**config.mk**
```make
export PLATFORM = sky130hd
export DESIGN_NAME = pci_init_seq
export DESIGN_NICKNAME = d
export VERILOG_FILES = /design/src/rtl/pci_init_pkg.sv /design/src/rtl/pci_beat_left.sv /design/src/rtl/pci_devsel_timer.sv /design/src/rtl/pci_init_seq.sv
export SDC_FILE = /design/constraint.sdc
export NUM_CORES = 1
export LEC_CHECK = 0
export BUFFER_PORTS_ARGS = -buffer_cell sky130_fd_sc_hd__buf_2
export CAP_MARGIN = 15
export CORE_MARGIN = 10
export CORE_UTILIZATION = 46
export CTS_CLUSTER_SIZE = 40
export DETAILED_ROUTE_END_ITERATION = 10
export PLACE_DENSITY = 0.83
export SETUP_SLACK_MARGIN = 0.5
export SLEW_MARGIN = 20
export SYNTH_ARGS = -nofsm -noshare
export SYNTH_HDL_FRONTEND = slang
export SYNTH_SLANG_ARGS = --single-unit
```
**constraint.sdc**
```tcl
create_clock -name clk -period 2.8 [get_ports clk]
set_clock_uncertainty 0.1 [all_clocks]
set_input_delay 0.28 -clock clk [delete_from_list [all_inputs] [get_ports clk]]
set_output_delay 0.28 -clock clk [all_outputs]
set_load 0.01 [all_outputs]
```
**src/rtl/pci_init_pkg.sv**
```systemverilog
package pci_init_pkg;

  typedef enum logic [1:0] {
    ST_IDLE = 2'd0,
    ST_ADDR = 2'd1,
    ST_DATA = 2'd2
  } seq_state_e;

  localparam logic [3:0] CMD_MEM_RD     = 4'b0110;
  localparam logic [3:0] CMD_MEM_WR     = 4'b0111;
  localparam logic [3:0] CMD_CFG_RD     = 4'b1010;
  localparam logic [3:0] CMD_CFG_WR     = 4'b1011;
  localparam logic [3:0] CMD_MEM_RD_MUL = 4'b1100;
  localparam logic [3:0] CMD_MEM_RD_LN  = 4'b1110;
  localparam logic [3:0] CMD_MEM_WR_INV = 4'b1111;

  function automatic logic cmd_supported(input logic [3:0] c);
    case (c)
      CMD_MEM_RD, CMD_MEM_WR, CMD_CFG_RD, CMD_CFG_WR,
      CMD_MEM_RD_MUL, CMD_MEM_RD_LN, CMD_MEM_WR_INV: return 1'b1;
      default: return 1'b0;
    endcase
  endfunction

endpackage

```
**src/rtl/pci_beat_left.sv**
```systemverilog
module pci_beat_left #(
  parameter int CNT_W = 5
) (
  input  logic             clk,
  input  logic             rst_n,
  input  logic             load,
  input  logic [CNT_W-1:0] load_val,
  input  logic             dec,
  output logic             is_one,
  output logic             is_two
);
  logic [CNT_W-1:0] left_q, left_d;

  always_comb begin
    left_d = left_q;
    if (load)      left_d = load_val;
    else if (dec)  left_d = left_q - CNT_W'(1);
  end

  always_ff @(posedge clk or negedge rst_n) begin
    if (!rst_n)            left_q <= '0;
    else if (load || dec)  left_q <= left_d;
  end

  assign is_one = (left_q == CNT_W'(1));
  assign is_two = (left_q == CNT_W'(2));
endmodule

```
**src/rtl/pci_devsel_timer.sv**
```systemverilog
module pci_devsel_timer #(
  parameter int WAIT = 4
) (
  input  logic clk,
  input  logic rst_n,
  input  logic start,
  input  logic active,
  input  logic devsel_n,
  output logic abort
);
  localparam int CW = $clog2(WAIT + 1);

  logic          seen_q, seen_d;
  logic [CW-1:0] cnt_q, cnt_d;
  logic          en;

  assign abort = active && !seen_q && devsel_n && (cnt_q == CW'(WAIT - 1));

  always_comb begin
    seen_d = seen_q;
    cnt_d  = cnt_q;
    if (start) begin
      seen_d = 1'b0;
      cnt_d  = '0;
    end else if (!devsel_n) begin
      seen_d = 1'b1;
    end else if (!seen_q && cnt_q != CW'(WAIT - 1)) begin
      cnt_d = cnt_q + CW'(1);
    end
  end

  assign en = start || active;

  always_ff @(posedge clk or negedge rst_n) begin
    if (!rst_n) begin
      seen_q <= 1'b0;
      cnt_q  <= '0;
    end else if (en) begin
      seen_q <= seen_d;
      cnt_q  <= cnt_d;
    end
  end
endmodule

```
**src/rtl/pci_init_seq.sv**
```systemverilog
module pci_init_seq
  import pci_init_pkg::*;
#(
  parameter int DW          = 32,
  parameter int LEN_W       = 4,
  parameter int DEVSEL_WAIT = 4
) (
  input  logic                clk,
  input  logic                rst_n,
  input  logic                req_valid,
  output logic                req_ready,
  input  logic [3:0]          req_cmd,
  input  logic [DW-1:0]       req_addr,
  input  logic [LEN_W-1:0]    req_len,
  input  logic                wr_valid,
  output logic                wr_ready,
  input  logic [DW-1:0]       wr_data,
  input  logic [DW/8-1:0]     wr_be,
  input  logic                rd_space,
  output logic                rd_valid,
  output logic [DW-1:0]       rd_data,
  output logic                done,
  output logic                err_noresp,
  output logic [DW-1:0]       ad_out,
  output logic                ad_oe,
  input  logic [DW-1:0]       ad_in,
  output logic [DW/8-1:0]     cbe_n,
  output logic                frame_n,
  output logic                irdy_n,
  input  logic                trdy_n,
  input  logic                devsel_n,
  input  logic                stop_n
);
  localparam int BE_W  = DW / 8;
  localparam int CNT_W = LEN_W + 1;

  seq_state_e      state_q, state_d;
  logic            frame_q, frame_d, irdy_q, irdy_d, oe_q, oe_d;
  logic [DW-1:0]   ad_q, ad_d, rd_q, rd_d;
  logic [BE_W-1:0] cbe_q, cbe_d;
  logic            wr_q, wr_d, done_q, done_d, err_q, err_d, rv_q, rv_d;

  logic accept, beat_done, stop_evt, load_slot, go, last_eff, abort;
  logic left_one, left_two, in_data;

  assign in_data   = (state_q == ST_DATA);
  assign req_ready = (state_q == ST_IDLE) && cmd_supported(req_cmd);
  assign accept    = req_valid && req_ready;
  assign beat_done = in_data && !irdy_q && !trdy_n;
  assign stop_evt  = in_data && !irdy_q && !stop_n;
  assign load_slot = (state_q == ST_ADDR) ||
                     (in_data && !abort && (irdy_q || (beat_done && stop_n && !left_one)));
  assign go        = wr_q ? wr_valid : rd_space;
  assign last_eff  = beat_done ? left_two : left_one;
  assign wr_ready  = load_slot && wr_q;

  pci_beat_left #(.CNT_W(CNT_W)) u_left (
    .clk      (clk),
    .rst_n    (rst_n),
    .load     (accept),
    .load_val ({1'b0, req_len} + CNT_W'(1)),
    .dec      (beat_done && !abort),
    .is_one   (left_one),
    .is_two   (left_two)
  );

  pci_devsel_timer #(.WAIT(DEVSEL_WAIT)) u_timer (
    .clk      (clk),
    .rst_n    (rst_n),
    .start    (accept),
    .active   (in_data),
    .devsel_n (devsel_n),
    .abort    (abort)
  );

  always_comb begin
    state_d = state_q;
    frame_d = frame_q;
    irdy_d  = irdy_q;
    oe_d    = oe_q;
    ad_d    = ad_q;
    cbe_d   = cbe_q;
    wr_d    = wr_q;
    done_d  = 1'b0;
    err_d   = 1'b0;
    rv_d    = 1'b0;
    rd_d    = beat_done ? ad_in : rd_q;
    unique case (state_q)
      ST_IDLE: if (accept) begin
        state_d = ST_ADDR;
        frame_d = 1'b0;
        irdy_d  = 1'b1;
        oe_d    = 1'b1;
        ad_d    = req_addr;
        cbe_d   = BE_W'(req_cmd);
        wr_d    = req_cmd[0];
      end
      ST_ADDR: state_d = ST_DATA;
      ST_DATA: begin
        if (abort) begin
          err_d = 1'b1;
        end else if (stop_evt) begin
          done_d = 1'b1;
          rv_d   = !trdy_n && !wr_q;
        end else if (beat_done) begin
          rv_d   = !wr_q;
          done_d = left_one;
        end
        if (abort || stop_evt || (beat_done && left_one)) begin
          state_d = ST_IDLE;
          frame_d = 1'b1;
          irdy_d  = 1'b1;
          oe_d    = 1'b0;
        end
      end
      default: state_d = ST_IDLE;
    endcase
    if (load_slot) begin
      oe_d = wr_q;
      if (!wr_q) cbe_d = '0;
      if (go) begin
        irdy_d  = 1'b0;
        frame_d = last_eff;
        if (wr_q) begin
          ad_d  = wr_data;
          cbe_d = ~wr_be;
        end
      end else begin
        irdy_d = 1'b1;
      end
    end
  end

  always_ff @(posedge clk or negedge rst_n) begin
    if (!rst_n) begin
      state_q <= ST_IDLE;
      frame_q <= 1'b1;
      irdy_q  <= 1'b1;
      oe_q    <= 1'b0;
      ad_q    <= '0;
      cbe_q   <= '1;
      wr_q    <= 1'b0;
      done_q  <= 1'b0;
      err_q   <= 1'b0;
      rv_q    <= 1'b0;
      rd_q    <= '0;
    end else begin
      state_q <= state_d;
      frame_q <= frame_d;
      irdy_q  <= irdy_d;
      oe_q    <= oe_d;
      ad_q    <= ad_d;
      cbe_q   <= cbe_d;
      wr_q    <= wr_d;
      done_q  <= done_d;
      err_q   <= err_d;
      rv_q    <= rv_d;
      rd_q    <= rd_d;
    end
  end

  assign frame_n    = frame_q;
  assign irdy_n     = irdy_q;
  assign ad_oe      = oe_q;
  assign ad_out     = ad_q;
  assign cbe_n      = cbe_q;
  assign done       = done_q;
  assign err_noresp = err_q;
  assign rd_valid   = rv_q;
  assign rd_data    = rd_q;
endmodule

```
Word level (Yosys, flattened, before mapping)
Cells that the tools add are included.
{ "totals": {"ff_bits": 86, "output_inout_bits": 76, "input_bits": 116} }
{ "classes": {"n_mux": 47, "add_sub_neg": 3, "n_bitwise": 1, "n_reduce_logical": 42, "n_eq_ne": 18} }
{ "op_table": {"columns": ["operator", "n"], "rows": [
  ["$mux 32", 5],
  ["$mux 1", 25],
  ["$mux 4", 6],
  ["$eq 4x4->1 const B", 5],
  ["$logic_and 1x1->1", 17],
  ["$mux 5", 2],
  ["$mux 3", 3],
  ["$ne 3x2->1 const B", 3],
  ["$eq 4x3->1 const B", 2],
  ["$reduce_and 2->1", 4],
  ["$logic_not 1->1", 7],
  ["$reduce_or 7->1", 1],
  ["$logic_or 1x1->1", 6],
  ["$ne 2x1->1 const B", 3],
  ["$pmux 1 s2", 3],
  ["$pmux 2 s3", 1],
  ["$reduce_and 3->1", 2],
  ["$reduce_bool 2->1", 3],
  ["$add 4x1->5 const B", 1],
  ["$eq 5x1->1 const B", 1],
  ["$eq 5x2->1 const B", 1],
  ["$sub 5x1->5 const B", 1],
  ["$mux 2", 2],
  ["$not 4->4", 1],
  ["other kinds (6)", 6]
]} }

Logic depth before layout (Yosys ltp)
Gate-level depths: netlist of the first run.
{ "depth": {"depth_word": 11, "mapped_depth": 8, "mapped_depth_nobuf": 7} }

Modules after synthesis
A second synthesis of the first run with hierarchy kept.
{ "hier_totals": {"cells_unflattened": 343, "hier_area_um2": 4108.9} }
{ "by_module_without_submodules": {"columns": ["module", "seq_area_each_um2", "cells_per_inst", "area_each_um2", "n_inst"], "rows": [
  ["pci_init_seq", 1934.4, 291, 3542.1, 1],
  ["pci_beat_left", 125.1, 31, 324.1, 1],
  ["pci_devsel_timer", 100.1, 21, 242.7, 1]
]} }

Least setup slack after synthesis of the first run
Ideal clock, no wire load.
{ "synth_timing": {"path_type": "register -> register", "from": "reg u_left.left_q[1]", "to": "reg ad_q[1] (netlist: ad_out[1])", "period_less_slack_ns": 2.146, "arrival_time_ns": 1.903, "path_stages_with_launch": 9, "path_buffers": 1, "required_time_ns": 2.557, "path_slack_ns": 0.654, "cell_sequence": "dfrtp_1 > inv_1 > ha_1 > or4b_1 > a311oi_2 > a211oi_2 > clkbuf_1 > nand2_1 > o21ai_0"} }
{ "synth_between": {"elab_chain_len": 7} }
{ "synth_lines": {"columns": ["item", "line", "rtl"], "rows": [
  ["from (decl)", "pci_beat_left.sv:12", "logic [CNT_W-1:0] left_q, left_d;"],
  ["from (signal assigned)", "pci_beat_left.sv:22", "else if (load || dec) left_q <= left_d;"],
  ["$eq 5x1->1", "pci_beat_left.sv:25", "assign is_one = (left_q == CNT_W'(1));"],
  ["$logic_not 1->1", "pci_init_seq.sv:52", "(in_data && !abort && (irdy_q || (beat_done && stop_n && !left_one)));"],
  ["$logic_and 1x1->1", "pci_init_seq.sv:52", null],
  ["$logic_or 1x1->1", "pci_init_seq.sv:52", null],
  ["$logic_and 1x1->1", "pci_init_seq.sv:52", null],
  ["$logic_or 1x1->1", "pci_init_seq.sv:51", "assign load_slot = (state_q == ST_ADDR) ||"],
  ["$mux 32", "pci_init_seq.sv:118", "if (load_slot) begin"],
  ["named net ad_d[1]", "pci_init_seq.sv:39", "logic [DW-1:0] ad_q, ad_d, rd_q, rd_d;"],
  ["to (signal assigned)", "pci_init_seq.sv:140", "ad_q <= '0;"],
  ["to (signal assigned)", "pci_init_seq.sv:152", "ad_q <= ad_d;"],
  ["to (decl)", "pci_init_seq.sv:39", null]
]} }
The timed path passes the listed nets, and every way through them passes these cells.
A chain may end at the register's enable or synchronous reset.

Worst setup path in the final report of the first run
{ "layout_timing": {"from": "reg u_left.left_q[1]", "to": "out wr_ready"} }
{ "layout_between": {"elab_chain_len": 7} }
{ "layout_lines": {"columns": ["item", "line", "rtl"], "rows": [
  ["$eq 5x1->1", "pci_beat_left.sv:25", null],
  ["$logic_not 1->1", "pci_init_seq.sv:52", null],
  ["$logic_and 1x1->1", "pci_init_seq.sv:52", null],
  ["$logic_or 1x1->1", "pci_init_seq.sv:52", null],
  ["$logic_and 1x1->1", "pci_init_seq.sv:52", null],
  ["$logic_or 1x1->1", "pci_init_seq.sv:51", null],
  ["$logic_and 1x1->1", "pci_init_seq.sv:55", "assign wr_ready = load_slot && wr_q;"],
  ["to (decl)", "pci_init_seq.sv:16", "output logic wr_ready,"]
]} }
Every way passes these cells.

==> impl_metrics.toml, run 1 <==
[pwr]
p_per_area_nw_per_um2 = 976
peakVddDrop_mv = 0.525
power.total_w = 0.00517
p_leak_nw = 2.75

[timing]
fin_ws_ps = 499
period_needed_ps = 2300
finalSetupViolCount = 0
slew_viol_final = 0
fmaxAchievable_mhz = 435
tns_ps = 0
post-route-period-util = 0.822
rsz0062_at_grt = "yes"
slew_headroom = 0.493
worst_pin_slew_ps = 761
hold_viol = 0

[setup_path]
path_class = "register to output port"
crit_fanout = 2
end_kind = "output port"
arrival_ps = 1920
startpoint_type = "register"
crit_required_ps = 2420
r2r_slack_ps = 610

[place]
dp_slack_ps = 325
dp_cells = 615
hpwl_um = 8890
io_buffers = 191
gp_congestion = 0.858

[logic_synthesis]
ys.flop_type = "dfrtp_1"
syn-instance-count = 330
synth-seq-cells = 86
synth_nets = 452
async_reset_ff_frac = 1.00
synth_edf_count = 0
netlist_area_sq_um = 3880
synth-warning-count = 0
syn_area_per_cell_sq_um = 11.8
yosysUniqueCellTypes = 41
seq_area_frac_synth = 0.556

[drt]
vias = 3300
viasPerCell = 5.14
post_drt_wl_per_cell_um = 17.9
drtPass1Iterations = 4
antenna_left = 0
drc = 0
initialDrtViolationCount = 173
totalWireLength_um = 11500

[cells_and_area]
fillers = 644
final_cell_mix = "190 x buf_2, 79 x dfrtp_1, 41 x nand2_1"
final_common_cell = "buf_2"
layout.cells.non_filler = 642
synthToLayoutAreaGrowth_pct = 36.6
diodes = 0
drive_gt1_frac = 0.503
final_nets = 654

[clocking]
clockBufferDepth = 2
cts_sinks = 86
root_buffer = "clkbuf_8"
worst_skew_pair.late_latency_ps = 350
h-tree-depth = 3
clk_pin_slew_worst_paths_ps = 90
cts_tree = "done"
cts_made_buffers = 9

[flow_run]
maxCapViolCount = 0

[global_route]
grt_use_met1 = 0.193
grt_pass1_vias = 3610
grtUsageTotal = 0.178
top_usage_layer = "met2"
antenna_found_initial = 1
grt_max_degree = 87
grt_use_met2 = 0.304
gr-total-overflow = 0
grt_first_pass_wirelength_um = 18500
gr-usage-met3 = 0.0805

[die]
ios = 192
rows = 33
initial_core_util = 0.472
core_sq_um = 8220
die_y_um = 112
dieArea_sq_um = 12500
die_x_um = 112

[worst_hold_path]
hold_path.class = "input pin to register"

[status]
status = "finished, final reports clean"
registers in the layout (all words and copies together), names as in the netlist:
| name | count |
|---|---|
| u_timer.cnt_q | 3 |
| state_q | 2 |
| irdy_n | 1 |
| err_noresp | 1 |
| ad_out | 32 |
| u_timer.seen_q | 1 |
| rd_valid | 1 |
| rd_data | 32 |
| u_left.left_q | 5 |
| done | 1 |
| wr_q | 1 |
| ad_oe | 1 |
| cbe_n | 4 |
| frame_n | 1 |
cells by family (layout without fill, tap and decap cells):
family | after synthesis | after routing | synth area share
flops | 86 | 86 | 0.556
mux | 73 | 73 | 0.199
simple gates | 73 | 73 | 0.0922
compound gates | 62 | 62 | 0.0935
buf+inv | 23 | 230 | 0.0239
xor+xnor | 7 | 7 | 0.0158
fa+ha+maj | 6 | 6 | 0.0193
repair_timing:
action	CTS	global route
endpoints found under the setup margin	33	31
resized for setup	9	5
hold buffers	4	1
hold endpoints to repair	4	80
setup buffers	5	1
pin swaps	4	0
per-stage QoR:
| stage | area, sq um | utilization | hold WS (ps) |
|---|---|---|---|
| 2_1_floorplan | 3880 | - | -116 |
| 4_1_cts | 5270 | 0.641 | 11.5 |
| 6_report | 5300 | 0.645 | 34.2 |
| 5_1_grt | 5300 | 0.645 | 17.8 |
| 3_5_place_dp | 4960 | 0.604 | 350 |
| 3_3_place_gp | 4960 | 0.604 | 345 |
metal layers:
layer | wire, um | vias to the layer above
li1 | - | 1570
met1 | 4360 | 1558
met2 | 5770 | 157
met3 | 1200 | 15
met4 | 172 | 0
met5 | 0 | -
cell type report:
cell class,count,area (sq um),area share
clock buffer,10,138,0.0260
clock inverter,6,53.8,0.0102
inverter,8,30.0,0.00567
multi-input combinational,221,1670,0.316
sequential,86,2160,0.408
tap,105,131,0.0248
timing repair buffer,206,1110,0.210
cells in the mapped netlist, drive strengths merged (5+ instances only):
master	n	share of area
dfrtp	80	0.52
ha	6	0.019
nor2	9	0.0087
clkbuf	10	0.0097
dfstp	6	0.041
buf	5	0.0064
mux2i	40	0.10
mux2	33	0.096
inv	7	0.0068
nand2	42	0.041
o21ai	42	0.055
worst max-delay path: stages, from the launching register on:
cell and delay [ps]:
dfrtp_1 400, inv_2 80, ha_4 120, or4b_4 480, a311oi_4 260, a211oi_2 80
buf_2 160
power by group:
group	internal [W]	leakage [nW]	switching (W)
Clock	0.000362	0.0954	0.000468
Combinational	0.00101	1.62	0.00110
Sequential	0.00185	1.04	0.000375
Total	0.00323	2.75	0.00195
final timing paths:
kind                                  start          endpoint  cells past startpoint
min in group asynchronous             rst_n        ad_out[27]                      2
max in group asynchronous             rst_n  u_left.left_q[0]                      2
hold / removal                  wr_data[11]        ad_out[11]                      3
setup / recovery           u_left.left_q[1]          wr_ready                      6
setup reg to reg           u_left.left_q[1]        ad_out[16]                      8
hold reg to reg                        wr_q          rd_valid                      1
No activity file was read; power rests on OpenSTA's default activity.
==> run 2: changes to the inputs <==
- CORE_UTILIZATION: 46 -> 42
- PLACE_DENSITY: 0.83 -> 0.8
- clock period: 2.8 -> 2.1 ns (I/O delays scaled with it)
==> impl_metrics.toml, run 2 (synthesized netlist as in run 1, its figures left out) <==
[status]
status = "complete, but fails checks"
violations = "setup timing"

[place]
dp_cells = 628
hpwl_um = 8330
postPlaceCellArea_sq_um = 5230
dp_slack_ps = -58.0
gp_congestion = 0.863
io_buffers = 191

[timing]
finalSetupViolCount = 40
hold_viol = 0
post-route-period-util = 1.12
fmaxAchievable_mhz = 426
period_needed_ps = 2350
rsz0062_at_grt = "yes"
fin_ws_ps = -247
worst_pin_slew_ps = 645
hold-worst-slack_ps = 31.7
slew_headroom = 0.568
slew_viol_final = 0

[die]
dieArea_sq_um = 13500
ios = 192
initial_core_util = 0.426
die_x_um = 116
rows = 35
die_y_um = 116
core_sq_um = 9110

[setup_path]
arrival_ps = 2040
reg2reg_to = "ad_out[26]"
path_class = "register to output port"
startpoint_type = "register"
crit_path_end = "wr_ready"
crit_slowest_cell = "or4b_4"
r2r_slack_ps = -200
crit_start = "u_left.left_q[1]"
crit_chain = "inv_2 -> ha_4 -> or4b_4 -> a311oi_4 -> a211oi_2 -> buf_2"
crit_required_ps = 1790
end_kind = "output port"
r2r_start = "u_left.left_q[1]"
cpPeakStageDelay_ps = 500
reg2regPathDepth = 9
crit_fanout = 2

[cells_and_area]
layout.cells.non_filler = 735
final_nets = 741
drive_gt1_frac = 0.529
final_common_cell = "buf_2"
synthToLayoutAreaGrowth_pct = 71.4
final_cell_mix = "190 x buf_2, 79 x dfrtp_1, 71 x dlygate4sd3_1"
design_area_sq_um = 6650
final_core_util = 0.730

[global_route]
grt_first_pass_wirelength_um = 21000
antenna_found_initial = 0
gr-total-overflow = 0
grt_pass1_vias = 4180
grtUsageTotal = 0.195
grt_max_degree = 48

[pwr]
swShare = 0.358
p_per_area_nw_per_um2 = 1210
peakVddDrop_mv = 0.678
seqPwrFrac = 0.378
combPwrFrac = 0.457
switching_power_w = 0.00287
p_int_w = 0.00515
p_leak_nw = 3.41
p_clk_frac = 0.165

[clocking]
cts_tree = "done"
worst_skew_pair.late_latency_ps = 350
root_buffer = "clkbuf_8"
clk_pin_slew_worst_paths_ps = 80
clockBufferDepth = 2
cts_sinks = 86
h-tree-depth = 3
cts_made_buffers = 9

[flow_run]
maxCapViolCount = 0

[worst_hold_path]
hold_path.class = "input pin to register"
hold_path.startpoint = "req_addr[19]"
hold_depth = 3

[drt]
post_drt_wl_per_cell_um = 19.1
drtPass1Iterations = 4
viasPerCell = 5.14
initialDrtViolationCount = 182
vias = 3779
antenna_left = 0
totalWireLength_um = 14000
drc = 0
-- run 2: cell types whose count changed in the layout (fill, tap and decap cells not counted), sizes merged --
cell | previous run | this run
clkbuf | 10 | 12
diode | 0 | 2
dlygate4sd3 | 5 | 71
clkinvlp | 1 | 0
inv | 10 | 7
buf | 201 | 219
bufinv | 0 | 3
-- run 2: layout make-up --
type	instances	area (sq um)
multi-input combinational	221	2040
clock inverter	5	100
inverter	8	30.0
timing repair buffer	293	2050
tap	111	139
sequential	86	2160
fill	601	2450
clock buffer	9	124
antenna	2	5.00
-- run 2: timing repair --
action / CTS / global route
gates cloned: 1 / 4
resized for setup: 25 / 65
pin swaps: 11 / 17
setup buffers: 9 / 6
endpoints found under the hold margin: 109 / 0
hold buffers: 71 / 0
endpoints found under the setup margin: 84 / 85
-- run 2: how the worst min path moves through the flow --
| stage | endpoint |
|---|---|
| 2_1_floorplan | ad_oe |
| 3_3_place_gp | rd_data[4] |
| 3_5_place_dp | rd_data[4] |
| 4_1_cts | ad_out[17] |
| 5_1_grt | ad_out[19] |
| 6_report | ad_out[19] |
-- run 2: power by group through the flow --
| stage | Sequential [W] | Combinational [W] | Clock, W |
|---|---|---|---|
| 2_1_floorplan | 0.00326 | 0.00144 | 0 |
| 3_3_place_gp | 0.00294 | 0.00293 | 0 |
| 3_5_place_dp | 0.00297 | 0.00302 | 0 |
| 4_1_cts | 0.00298 | 0.00329 | 0.00138 |
| 5_1_grt | 0.00312 | 0.00398 | 0.00144 |
| 6_report | 0.00303 | 0.00367 | 0.00133 |
-- run 2: stage by stage --
step           setup TNS (ps)  power (W)
2_1_floorplan               0    0.00470
3_3_place_gp                0    0.00587
3_5_place_dp            -1190    0.00599
4_1_cts                 -1780    0.00765
5_1_grt                 -8510    0.00855
6_report                -5670    0.00803
-- run 2: per-layer routing --
metal,track usage,up-vias,routed length (um)
li1,-,1733,-
met1,0.215,1861,5590
met2,0.336,159,7030
met3,0.0755,26,1150
met4,0.0667,0,268
met5,0,-,0
-- run 2: critical path: cells and delay by family (launching register included) --
kind	cells	cell delay (ps)
AO/OA/AOI/OAI	2	420
buffers and inverters	2	250
adder cells (fa/ha/maj)	1	130
flip-flops	1	400
AND/OR/NAND/NOR	1	500
